**config.mk**
```make
export PLATFORM = sky130hd
export DESIGN_NAME = mux_bus_seq
export DESIGN_NICKNAME = d
export VERILOG_FILES = /design/src/rtl/mux_bus_pkg.sv /design/src/rtl/mux_bus_fsm.sv /design/src/rtl/mux_bus_req_reg.sv /design/src/rtl/mux_bus_pads.sv /design/src/rtl/mux_bus_seq.sv
export SDC_FILE = /design/constraint.sdc
export NUM_CORES = 1
export LEC_CHECK = 0
export ABC_AREA = 1
export ABC_CLOCK_PERIOD_IN_PS = 2000
export BUFFER_PORTS_ARGS = -buffer_cell sky130_fd_sc_hd__buf_2
export CORE_ASPECT_RATIO = 0.9
export CORE_UTILIZATION = 52
export CTS_BUF_LIST = sky130_fd_sc_hd__clkbuf_16
export CTS_CLUSTER_DIAMETER = 200
export DETAILED_ROUTE_END_ITERATION = 10
export PLACE_DENSITY_LB_ADDON = 0.05
export SYNTH_ARGS = -nofsm -noshare
export SYNTH_HDL_FRONTEND = slang
export SYNTH_SLANG_ARGS = --single-unit
```
**constraint.sdc**
```tcl
create_clock -name clk_i -period 2 [get_ports clk_i]
set_clock_uncertainty 0.05 [all_clocks]
set_input_delay 0.3 -clock clk_i [delete_from_list [all_inputs] [get_ports clk_i]]
set_output_delay 0.3 -clock clk_i [all_outputs]
set_load 0.1 [all_outputs]
```
**src/rtl/mux_bus_pkg.sv**
```systemverilog
package mux_bus_pkg;
  typedef enum logic [2:0] {
    ST_IDLE, ST_T1, ST_T2, ST_T3, ST_TW, ST_T4, ST_HOLD
  } bus_st_e;

  typedef enum logic [1:0] {
    SEG_EXTRA = 2'b00,
    SEG_STACK = 2'b01,
    SEG_CODE  = 2'b10,
    SEG_DATA  = 2'b11
  } seg_e;
endpackage

```
**src/rtl/mux_bus_fsm.sv**
```systemverilog
module mux_bus_fsm
  import mux_bus_pkg::*;
(
  input  logic    clk_i,
  input  logic    rst_ni,
  input  logic    req_valid_i,
  input  logic    hold_i,
  input  logic    ready_i,
  output bus_st_e st_o,
  output logic    req_ready_o,
  output logic    accept_o
);
  bus_st_e st_q, st_d;
  logic    boundary;

  // cycle boundary: the only points where hold or a new request is taken
  assign boundary    = (st_q == ST_IDLE) || (st_q == ST_T4);
  assign req_ready_o = boundary && !hold_i;
  assign accept_o    = req_ready_o && req_valid_i;

  always_comb begin
    st_d = st_q;
    unique case (st_q)
      ST_IDLE, ST_T4: begin
        if (hold_i)           st_d = ST_HOLD;
        else if (req_valid_i) st_d = ST_T1;
        else                  st_d = ST_IDLE;
      end
      ST_T1:         st_d = ST_T2;
      ST_T2:         st_d = ST_T3;
      ST_T3, ST_TW:  st_d = ready_i ? ST_T4 : ST_TW;
      ST_HOLD:       st_d = hold_i ? ST_HOLD : ST_IDLE;
      default:       st_d = ST_IDLE;
    endcase
  end

  always_ff @(posedge clk_i or negedge rst_ni) begin
    if (!rst_ni) st_q <= ST_IDLE;
    else         st_q <= st_d;
  end

  assign st_o = st_q;
endmodule

```
**src/rtl/mux_bus_req_reg.sv**
```systemverilog
module mux_bus_req_reg #(
  parameter int unsigned ADDR_W = 20,
  parameter int unsigned DATA_W = 16
) (
  input  logic              clk_i,
  input  logic              rst_ni,
  input  logic              accept_i,
  input  logic              req_write_i,
  input  logic              req_io_i,
  input  logic              req_word_i,
  input  logic [ADDR_W-1:0] req_addr_i,
  input  logic [DATA_W-1:0] req_wdata_i,
  input  logic [1:0]        req_seg_i,
  input  logic              intr_en_i,
  input  logic              capture_i,
  input  logic [DATA_W-1:0] ad_i,
  output logic              q_write_o,
  output logic              q_io_o,
  output logic              q_bhe_n_o,
  output logic [ADDR_W-1:0] q_addr_o,
  output logic [DATA_W-1:0] q_wdata_o,
  output logic [1:0]        q_seg_o,
  output logic              q_ie_o,
  output logic [DATA_W-1:0] rdata_o,
  output logic              rvalid_o
);
  always_ff @(posedge clk_i or negedge rst_ni) begin
    if (!rst_ni) begin
      q_write_o <= 1'b0;
      q_io_o    <= 1'b0;
      q_bhe_n_o <= 1'b1;
      q_addr_o  <= '0;
      q_wdata_o <= '0;
      q_seg_o   <= '0;
      q_ie_o    <= 1'b0;
    end else if (accept_i) begin
      q_write_o <= req_write_i;
      q_io_o    <= req_io_i;
      // upper lane used by words and by odd-address bytes
      q_bhe_n_o <= !(req_word_i || req_addr_i[0]);
      q_addr_o  <= req_addr_i;
      q_wdata_o <= req_wdata_i;
      q_seg_o   <= req_seg_i;
      q_ie_o    <= intr_en_i;
    end
  end

  always_ff @(posedge clk_i or negedge rst_ni) begin
    if (!rst_ni) begin
      rdata_o  <= '0;
      rvalid_o <= 1'b0;
    end else begin
      rvalid_o <= capture_i;
      if (capture_i) rdata_o <= ad_i;
    end
  end
endmodule

```
**src/rtl/mux_bus_pads.sv**
```systemverilog
module mux_bus_pads
  import mux_bus_pkg::*;
#(
  parameter int unsigned ADDR_W = 20,
  parameter int unsigned DATA_W = 16,
  localparam int unsigned STAT_W = ADDR_W - DATA_W
) (
  input  bus_st_e           st_i,
  input  logic              q_write_i,
  input  logic              q_io_i,
  input  logic              q_bhe_n_i,
  input  logic [ADDR_W-1:0] q_addr_i,
  input  logic [DATA_W-1:0] q_wdata_i,
  input  logic [1:0]        q_seg_i,
  input  logic              q_ie_i,
  output logic [DATA_W-1:0] ad_o,
  output logic              ad_oe_o,
  output logic [STAT_W-1:0] as_o,
  output logic              as_oe_o,
  output logic              ale_o,
  output logic              rd_n_o,
  output logic              wr_n_o,
  output logic              mio_o,
  output logic              dtr_o,
  output logic              den_n_o,
  output logic              bhe_n_o,
  output logic              ctl_oe_o
);
  logic              in_cyc, strobe_ph, data_ph, addr_ph;
  logic [STAT_W-1:0] status;

  assign addr_ph   = (st_i == ST_T1);
  assign strobe_ph = (st_i == ST_T2) || (st_i == ST_T3) || (st_i == ST_TW);
  assign data_ph   = strobe_ph || (st_i == ST_T4);
  assign in_cyc    = addr_ph || data_ph;

  generate
    if (STAT_W > 3) begin : g_stat_pad
      assign status = {{(STAT_W-3){1'b0}}, q_ie_i, q_seg_i};
    end else begin : g_stat_min
      assign status = {q_ie_i, q_seg_i};
    end
  endgenerate

  assign ad_o     = addr_ph ? q_addr_i[DATA_W-1:0] : q_wdata_i;
  assign ad_oe_o  = addr_ph || (data_ph && q_write_i);
  assign as_o     = addr_ph ? q_addr_i[ADDR_W-1:DATA_W] : status;
  assign as_oe_o  = in_cyc;
  assign ale_o    = addr_ph;
  assign rd_n_o   = !(strobe_ph && !q_write_i);
  assign wr_n_o   = !(strobe_ph && q_write_i);
  assign mio_o    = in_cyc && q_io_i;
  assign dtr_o    = in_cyc ? q_write_i : 1'b1;
  assign den_n_o  = !(strobe_ph || ((st_i == ST_T4) && q_write_i));
  assign bhe_n_o  = in_cyc ? q_bhe_n_i : 1'b1;
  assign ctl_oe_o = (st_i != ST_HOLD);
endmodule

```
**src/rtl/mux_bus_seq.sv**
```systemverilog
module mux_bus_seq
  import mux_bus_pkg::*;
#(
  parameter int unsigned ADDR_W = 20,
  parameter int unsigned DATA_W = 16,
  localparam int unsigned STAT_W = ADDR_W - DATA_W
) (
  input  logic              clk_i,
  input  logic              rst_ni,
  input  logic              req_valid_i,
  output logic              req_ready_o,
  input  logic              req_write_i,
  input  logic              req_io_i,
  input  logic              req_word_i,
  input  logic [ADDR_W-1:0] req_addr_i,
  input  logic [DATA_W-1:0] req_wdata_i,
  input  logic [1:0]        req_seg_i,
  input  logic              intr_en_i,
  output logic [DATA_W-1:0] rdata_o,
  output logic              rdata_valid_o,
  output logic              done_o,
  output logic [DATA_W-1:0] ad_o,
  output logic              ad_oe_o,
  input  logic [DATA_W-1:0] ad_i,
  output logic [STAT_W-1:0] as_o,
  output logic              as_oe_o,
  output logic              ale_o,
  output logic              rd_n_o,
  output logic              wr_n_o,
  output logic              mio_o,
  output logic              dtr_o,
  output logic              den_n_o,
  output logic              bhe_n_o,
  output logic              ctl_oe_o,
  input  logic              ready_i,
  input  logic              hold_i,
  output logic              hlda_o
);
  bus_st_e           st;
  logic              accept, capture;
  logic              q_write, q_io, q_bhe_n, q_ie;
  logic [ADDR_W-1:0] q_addr;
  logic [DATA_W-1:0] q_wdata;
  logic [1:0]        q_seg;

  mux_bus_fsm u_fsm (
    .clk_i       (clk_i),
    .rst_ni      (rst_ni),
    .req_valid_i (req_valid_i),
    .hold_i      (hold_i),
    .ready_i     (ready_i),
    .st_o        (st),
    .req_ready_o (req_ready_o),
    .accept_o    (accept)
  );

  assign capture = ((st == ST_T3) || (st == ST_TW)) && ready_i && !q_write;

  mux_bus_req_reg #(.ADDR_W(ADDR_W), .DATA_W(DATA_W)) u_req (
    .clk_i       (clk_i),
    .rst_ni      (rst_ni),
    .accept_i    (accept),
    .req_write_i (req_write_i),
    .req_io_i    (req_io_i),
    .req_word_i  (req_word_i),
    .req_addr_i  (req_addr_i),
    .req_wdata_i (req_wdata_i),
    .req_seg_i   (req_seg_i),
    .intr_en_i   (intr_en_i),
    .capture_i   (capture),
    .ad_i        (ad_i),
    .q_write_o   (q_write),
    .q_io_o      (q_io),
    .q_bhe_n_o   (q_bhe_n),
    .q_addr_o    (q_addr),
    .q_wdata_o   (q_wdata),
    .q_seg_o     (q_seg),
    .q_ie_o      (q_ie),
    .rdata_o     (rdata_o),
    .rvalid_o    (rdata_valid_o)
  );

  mux_bus_pads #(.ADDR_W(ADDR_W), .DATA_W(DATA_W)) u_pads (
    .st_i      (st),
    .q_write_i (q_write),
    .q_io_i    (q_io),
    .q_bhe_n_i (q_bhe_n),
    .q_addr_i  (q_addr),
    .q_wdata_i (q_wdata),
    .q_seg_i   (q_seg),
    .q_ie_i    (q_ie),
    .ad_o      (ad_o),
    .ad_oe_o   (ad_oe_o),
    .as_o      (as_o),
    .as_oe_o   (as_oe_o),
    .ale_o     (ale_o),
    .rd_n_o    (rd_n_o),
    .wr_n_o    (wr_n_o),
    .mio_o     (mio_o),
    .dtr_o     (dtr_o),
    .den_n_o   (den_n_o),
    .bhe_n_o   (bhe_n_o),
    .ctl_oe_o  (ctl_oe_o)
  );

  assign done_o = (st == ST_T4);
  assign hlda_o = (st == ST_HOLD);
endmodule

```
==> results.json, run 1 <==
{
  "setup_tns_ps": -4180,
  "grt_start_max_net_pins": 63,
  "chipWidth_um": 80.0,
  "met1_usage_pct": 36.7,
  "cts_tree": "done",
  "root_buffer": "clkbuf_16",
  "cts_buffer_depth": 2,
  "hold_path.class": "input pin to flip-flop",
  "die_area_um2": 5780,
  "violations": "setup timing",
  "cts_htree_levels": 3,
  "met3_usage_pct": 9.56,
  "wl_um": 12000,
  "dr.pass1.iters": 5,
  "drtIter0Drc": 392,
  "yosys.area.top_type": "dfrtp_1",
  "start_kind": "flip-flop",
  "slew_violations": 0,
  "criticalPathCategory": "flip-flop to output port",
  "antenna_cells": 0,
  "grt_pass1_wl_um": 14000,
  "finalCriticalPeriod_ps": 2200,
  "relSlewSlack_pct": 66.0,
  "viasPerCell": 6.13,
  "report.final.setup_viol": 31,
  "routed-via-count": 3517,
  "ff_latch_area_um2": 1560,
  "seq_area_frac_synth_pct": 54.5,
  "final_cell_mix": "nand2_1 (132), buf_2 (80), dfrtp_1 (59)",
  "worstPathRequired_ps": 1650,
  "syn-cell-area_um2": 2850,
  "hold-worst-slack_ps": 147,
  "netlist.area_leader.share_pct": 53.6,
  "end_kind": "output port",
  "drc": 0,
  "rsz0062_at_grt": "true",
  "maxCapViolations": 0,
  "insertion_delay_ps": 330,
  "syn_to_final_growth_pct": 71.5,
  "finalCritPeriodShare_pct": 110,
  "start_util_pct": 54.2,
  "dp_hpwl_um": 5030,
  "status": "complete, but fails checks",
  "gp_congestion": 0.823,
  "tightest_slew_ps": 513,
  "grt_overflow": 0,
  "arrival_ps": 1850,
  "antenna_found_initial": 0,
  "clk_pin_slew_ps": 60,
  "clock-sinks": 62,
  "yosys_warnings": 0,
  "coreArea_um2": 5260,
  "io_pins": 113,
  "post_drt_wl_per_cell_um": 21.0,
  "ys_types": 19,
  "portBuffers": 112,
  "mostFrequentLayoutCell": "nand2_1",
  "fmax_ghz": 0.454,
  "postRouteAntennaNets": 0,
  "design_area_um2": 4890,
  "hold_viol": 0,
  "synth_cells": 368,
  "setup_ws_ps": -203,
  "drive_gt1_share_pct": 47.5,
  "crit_fanout": 4,
  "synth_seq_cells": 62,
  "cts_buffers": 9,
  "grt_use_total_pct": 33.3,
  "grt.met2_usage_pct": 56.7,
  "grt_pass1_vias": 2967,
  "layout.nets": 565,
  "rows": 25,
  "top_usage_layer": "met2",
  "fill_cells": 184,
  "die_h_um": 72.2,
  "netlist_top_cells_area": "dfrtp_1 (54%), nand2_1 (25%), nand3_1 (7.9%)",
  "multi_input_area_um2": 1500,
  "synth_nets": 431,
  "syn_avg_cell_area_um2": 7.74,
  "place_area_um2": 4060
}
==> registers in the layout, indices dropped and copies added (netlist names), 2 cells and up <==
register         cells
u_req.q_seg_o        2
u_req.q_wdata_o     16
u_fsm.st_o           3
u_req.q_addr_o      20
u_req.rdata_o       16
==> cell type report <==
| class | count | area share, % |
|---|---|---|
| sequential | 62 | 31.8 |
| tap | 67 | 1.72 |
| multi-input combinational | 271 | 30.6 |
| timing repair buffer | 144 | 27.7 |
| inverter | 13 | 1.08 |
| clock inverter | 7 | 2.30 |
| clock buffer | 9 | 4.61 |
| timing repair inverter | 1 | 0.154 |
==> synth_stat cells <==
master,instances
a21oi_1,2
and2_1,2
buf_2,11
buf_4,1
clkbuf_1,10
dfrtp_1,61
dfstp_2,1
inv_1,10
inv_2,3
nand2_1,189
nand2_2,1
nand3_1,45
nand3b_1,1
nand4_1,16
nand4_2,1
nor2_1,10
nor2_2,2
nor3_1,1
o21ai_2,1
==> worst paths after layout <==
check / endpoint / cells after the start / from / slack [ps]
hold reg to reg: u_req.q_addr_o[11]$_DFFE_PN0P_ / 2 / u_req.q_addr_o[11]$_DFFE_PN0P_ / 420
setup / recovery: mio_o / 8 / u_fsm.st_o[1]$_DFF_PN0_ / -200
min in group asynchronous: u_req.q_seg_o[1]$_DFFE_PN0P_ / 3 / rst_ni / 490
hold / removal: u_req.q_wdata_o[1]$_DFFE_PN0P_ / 3 / req_wdata_i[1] / 150
max in group asynchronous: u_req.q_bhe_n_o$_DFFE_PN1P_ / 3 / rst_ni / 1120
setup reg to reg: u_req.q_seg_o[0]$_DFFE_PN0P_ / 11 / u_fsm.st_o[0]$_DFF_PN0_ / -40
==> critical path: stages, from the launching register on <==
cell,delay [ps]
dfrtp_2,430
buf_4,150
inv_2,120
nand2_2,130
nand2_4,90
nand2_4,90
nand3_4,150
and2_4,180
buf_12,170
==> what timing repair did <==
item / 4_1_cts / 5_1_grt
hold buffers: 1 / 0
gates cloned: 2 / 2
setup endpoints to repair: 29 / 32
gates resized for setup: 23 / 62
setup buffers: 10 / 7
endpoints found under the hold margin: 61 / 0
pin swaps: 3 / 10
==> kinds of logic (layout without fill, tap and decap cells) <==
family,Yosys count,in the layout,share of synthesized area [%]
AO/OA/AOI/OAI,3,3,0.659
AND/OR/NAND/NOR,268,268,39.6
flip-flops,62,62,54.5
buffers and inverters,35,174,5.23
==> per-stage QoR <==
stage / utilization (%) / setup slack, ps / std cells
2_1_floorplan: - / -242 / 368
3_3_place_gp: 77.2 / 51.7 / 536
3_5_place_dp: 77.2 / 3.64 / 536
4_1_cts: 87.2 / -110 / 565
5_1_grt: 93.0 / -220 / 574
6_report: 93.0 / -203 / 574
==> per-layer routing <==
| metal | wire, um | vias up |
|---|---|---|
| met3 | 1360 | 85 |
| met5 | 0 | - |
| li1 | - | 1436 |
| met4 | 782 | 0 |
| met2 | 5830 | 339 |
| met1 | 4070 | 1657 |
Power of run 1 is left out: the tool's default activity adds up to more than one toggle a clock period on the data nets, which glitch-free logic cannot reach.
==> inputs of run 2 (changes only) <==
Settings changed: ABC_CLOCK_PERIOD_IN_PS 2000 to 2400, CORE_UTILIZATION 52 to 39.
Clock period 2 ns to 2.4 ns, I/O delays scaled along.
==> results.json, run 2 (synthesis gave the netlist of run 1 again) <==
{
  "criticalPathCategory": "flip-flop to output port",
  "start_util_pct": 40.3,
  "chipWidth_um": 92.1,
  "dp_hpwl_um": 5050,
  "cp_slowest_cell": "buf_2",
  "die_area_um2": 7650,
  "setup_tns_ps": 0,
  "gp_congestion": 0.795,
  "cts_tree": "done",
  "slew_violations": 0,
  "mostFrequentLayoutCell": "nand2_1",
  "met3_usage_pct": 6.04,
  "top_usage_layer": "met2",
  "hold_path.class": "input pin to async pin",
  "crit_top_cell": "nand2_1",
  "post_drt_wl_per_cell_um": 12.7,
  "cts_htree_levels": 3,
  "grt_pass1_wl_um": 12500,
  "wl_um": 7380,
  "final_util_pct": 56.3,
  "largest_register_ffs": 20,
  "drc": 0,
  "grt_start_max_net_pins": 39,
  "rsz0062_at_grt": "false",
  "drive_gt1_share_pct": 34.4,
  "finalCritPeriodShare_pct": 94.6,
  "max_flop_register": "u_req.q_addr_o",
  "ff_latch_area_um2": 1550,
  "relSlewSlack_pct": 55.7,
  "root_buffer": "clkbuf_16",
  "finalCriticalPeriod_ps": 2270,
  "postRouteAntennaNets": 0,
  "violations": "hold timing",
  "antenna_found_initial": 0,
  "maxCapViolations": 0,
  "crit_family": "simple AND/OR/NAND/NOR gates",
  "io_pins": 113,
  "syn_to_final_growth_pct": 39.8,
  "grt_overflow": 0,
  "worst-path-buf-inv": 2,
  "crit_start": "u_fsm.st_o[0]$_DFF_PN0_",
  "end_kind": "output port",
  "coreArea_um2": 7080,
  "final_cell_mix": "nand2_1 (176), buf_2 (87), dfrtp_1 (60)",
  "antenna_cells": 0,
  "report.final.setup_viol": 0,
  "insertion_delay_ps": 320,
  "clock-sinks": 62,
  "start_kind": "flip-flop",
  "portBuffers": 112,
  "viasPerCell": 4.79,
  "die_h_um": 83.1,
  "crit_path_max_incr_delay_ps": 430,
  "crit_fanout": 4,
  "multi_input_area_um2": 1230,
  "hold-worst-slack_ps": -4.31,
  "cts_buffers": 9,
  "worstPathRequired_ps": 1990,
  "arrival_ps": 1860,
  "fmax_ghz": 0.441,
  "hold_viol": 11,
  "fill_cells": 734,
  "met1_usage_pct": 25.5,
  "cts_buffer_depth": 2,
  "cp_cell_sequence": "inv_2 -> nand2_1 -> nand2_1 -> nand2_1 -> nand2_1 -> nand2_2 -> buf_2",
  "status": "complete, but fails checks",
  "rows": 29,
  "dr.pass1.iters": 4,
  "rr_startpoint": "u_fsm.st_o[1]$_DFF_PN0_",
  "routed-via-count": 2771,
  "layout.nets": 544,
  "grt.met2_usage_pct": 35.5,
  "grt_use_total_pct": 21.0,
  "tightest_slew_ps": 664,
  "drtIter0Drc": 125,
  "grt_pass1_vias": 2730,
  "reg.largest.list": "u_req.q_addr_o x20, u_req.q_wdata_o x16, u_req.rdata_o x16",
  "clk_pin_slew_ps": 50
}
run 2: cell count changes in the layout (fill, tap and decap cells not counted), sizes merged:
cell,change
bufinv,-3
clkbuf,+14
inv,+5
buf,-33
clkinvlp,-3
dlygate4sd3,-1
run 2: worst register-to-register path, stage by stage, from the launching register on:
cell and delay (ps):
dfrtp_2 440, nor2_2 130, nand2_1 130, o21ai_4 100, buf_4 170, buf_4 300, nand2_2 80, buf_4 230
nand2_1 80, nand2_1 60
run 2: what timing repair did:
action,in CTS,in global routing
pin swaps,0,1
hold buffers,0,0
gates resized for setup,4,22
setup endpoints to repair,4,22
setup buffers,0,2
run 2: metrics by stage:
| step | worst slack [ps] | cell area (um^2) | hold slack, ps | cells |
|---|---|---|---|---|
| floorplan | -83.7 | 2910 | 14.4 | 368 |
| global placement | 342 | 3640 | 346 | 561 |
| detailed placement | 328 | 3640 | 352 | 561 |
| CTS | 5.09 | 3910 | 11.5 | 577 |
| global route | 5.44 | 3980 | 31.5 | 579 |
| finish | 131 | 3980 | -4.31 | 579 |
run 2: final cells by class:
cell class | instances | share of cell area [%]
Tap cell | 93 | 2.92
Clock inverter | 7 | 0.754
Clock buffer | 9 | 5.66
Timing Repair Buffer | 124 | 19.6
Inverter | 13 | 1.23
Multi-Input combinational cell | 271 | 30.9
Sequential cell | 62 | 39.0
run 2: per-layer routing:
metal | routed length [um] | up-vias
li1 | - | 1392
met1 | 3270 | 1278
met2 | 3550 | 92
met3 | 451 | 9
met4 | 102 | 0
met5 | 0 | -
run 2: final timing paths:
| kind | to | slack [ps] | cells after the start |
|---|---|---|---|
| min in group clk_i | u_req.q_addr_o[5]$_DFFE_PN0P_ | 210 | 3 |
| min reg2reg | u_req.q_bhe_n_o$_DFFE_PN1P_ | 410 | 2 |
| max reg2reg | u_req.q_addr_o[9]$_DFFE_PN0P_ | 530 | 9 |
| min | u_req.rdata_o[2]$_DFFE_PN0P_ | -4 | 1 |
| max | wr_n_o | 130 | 7 |
| max in group asynchronous | u_req.q_bhe_n_o$_DFFE_PN1P_ | 1640 | 2 |
Power of run 2 is left out for the same reason.
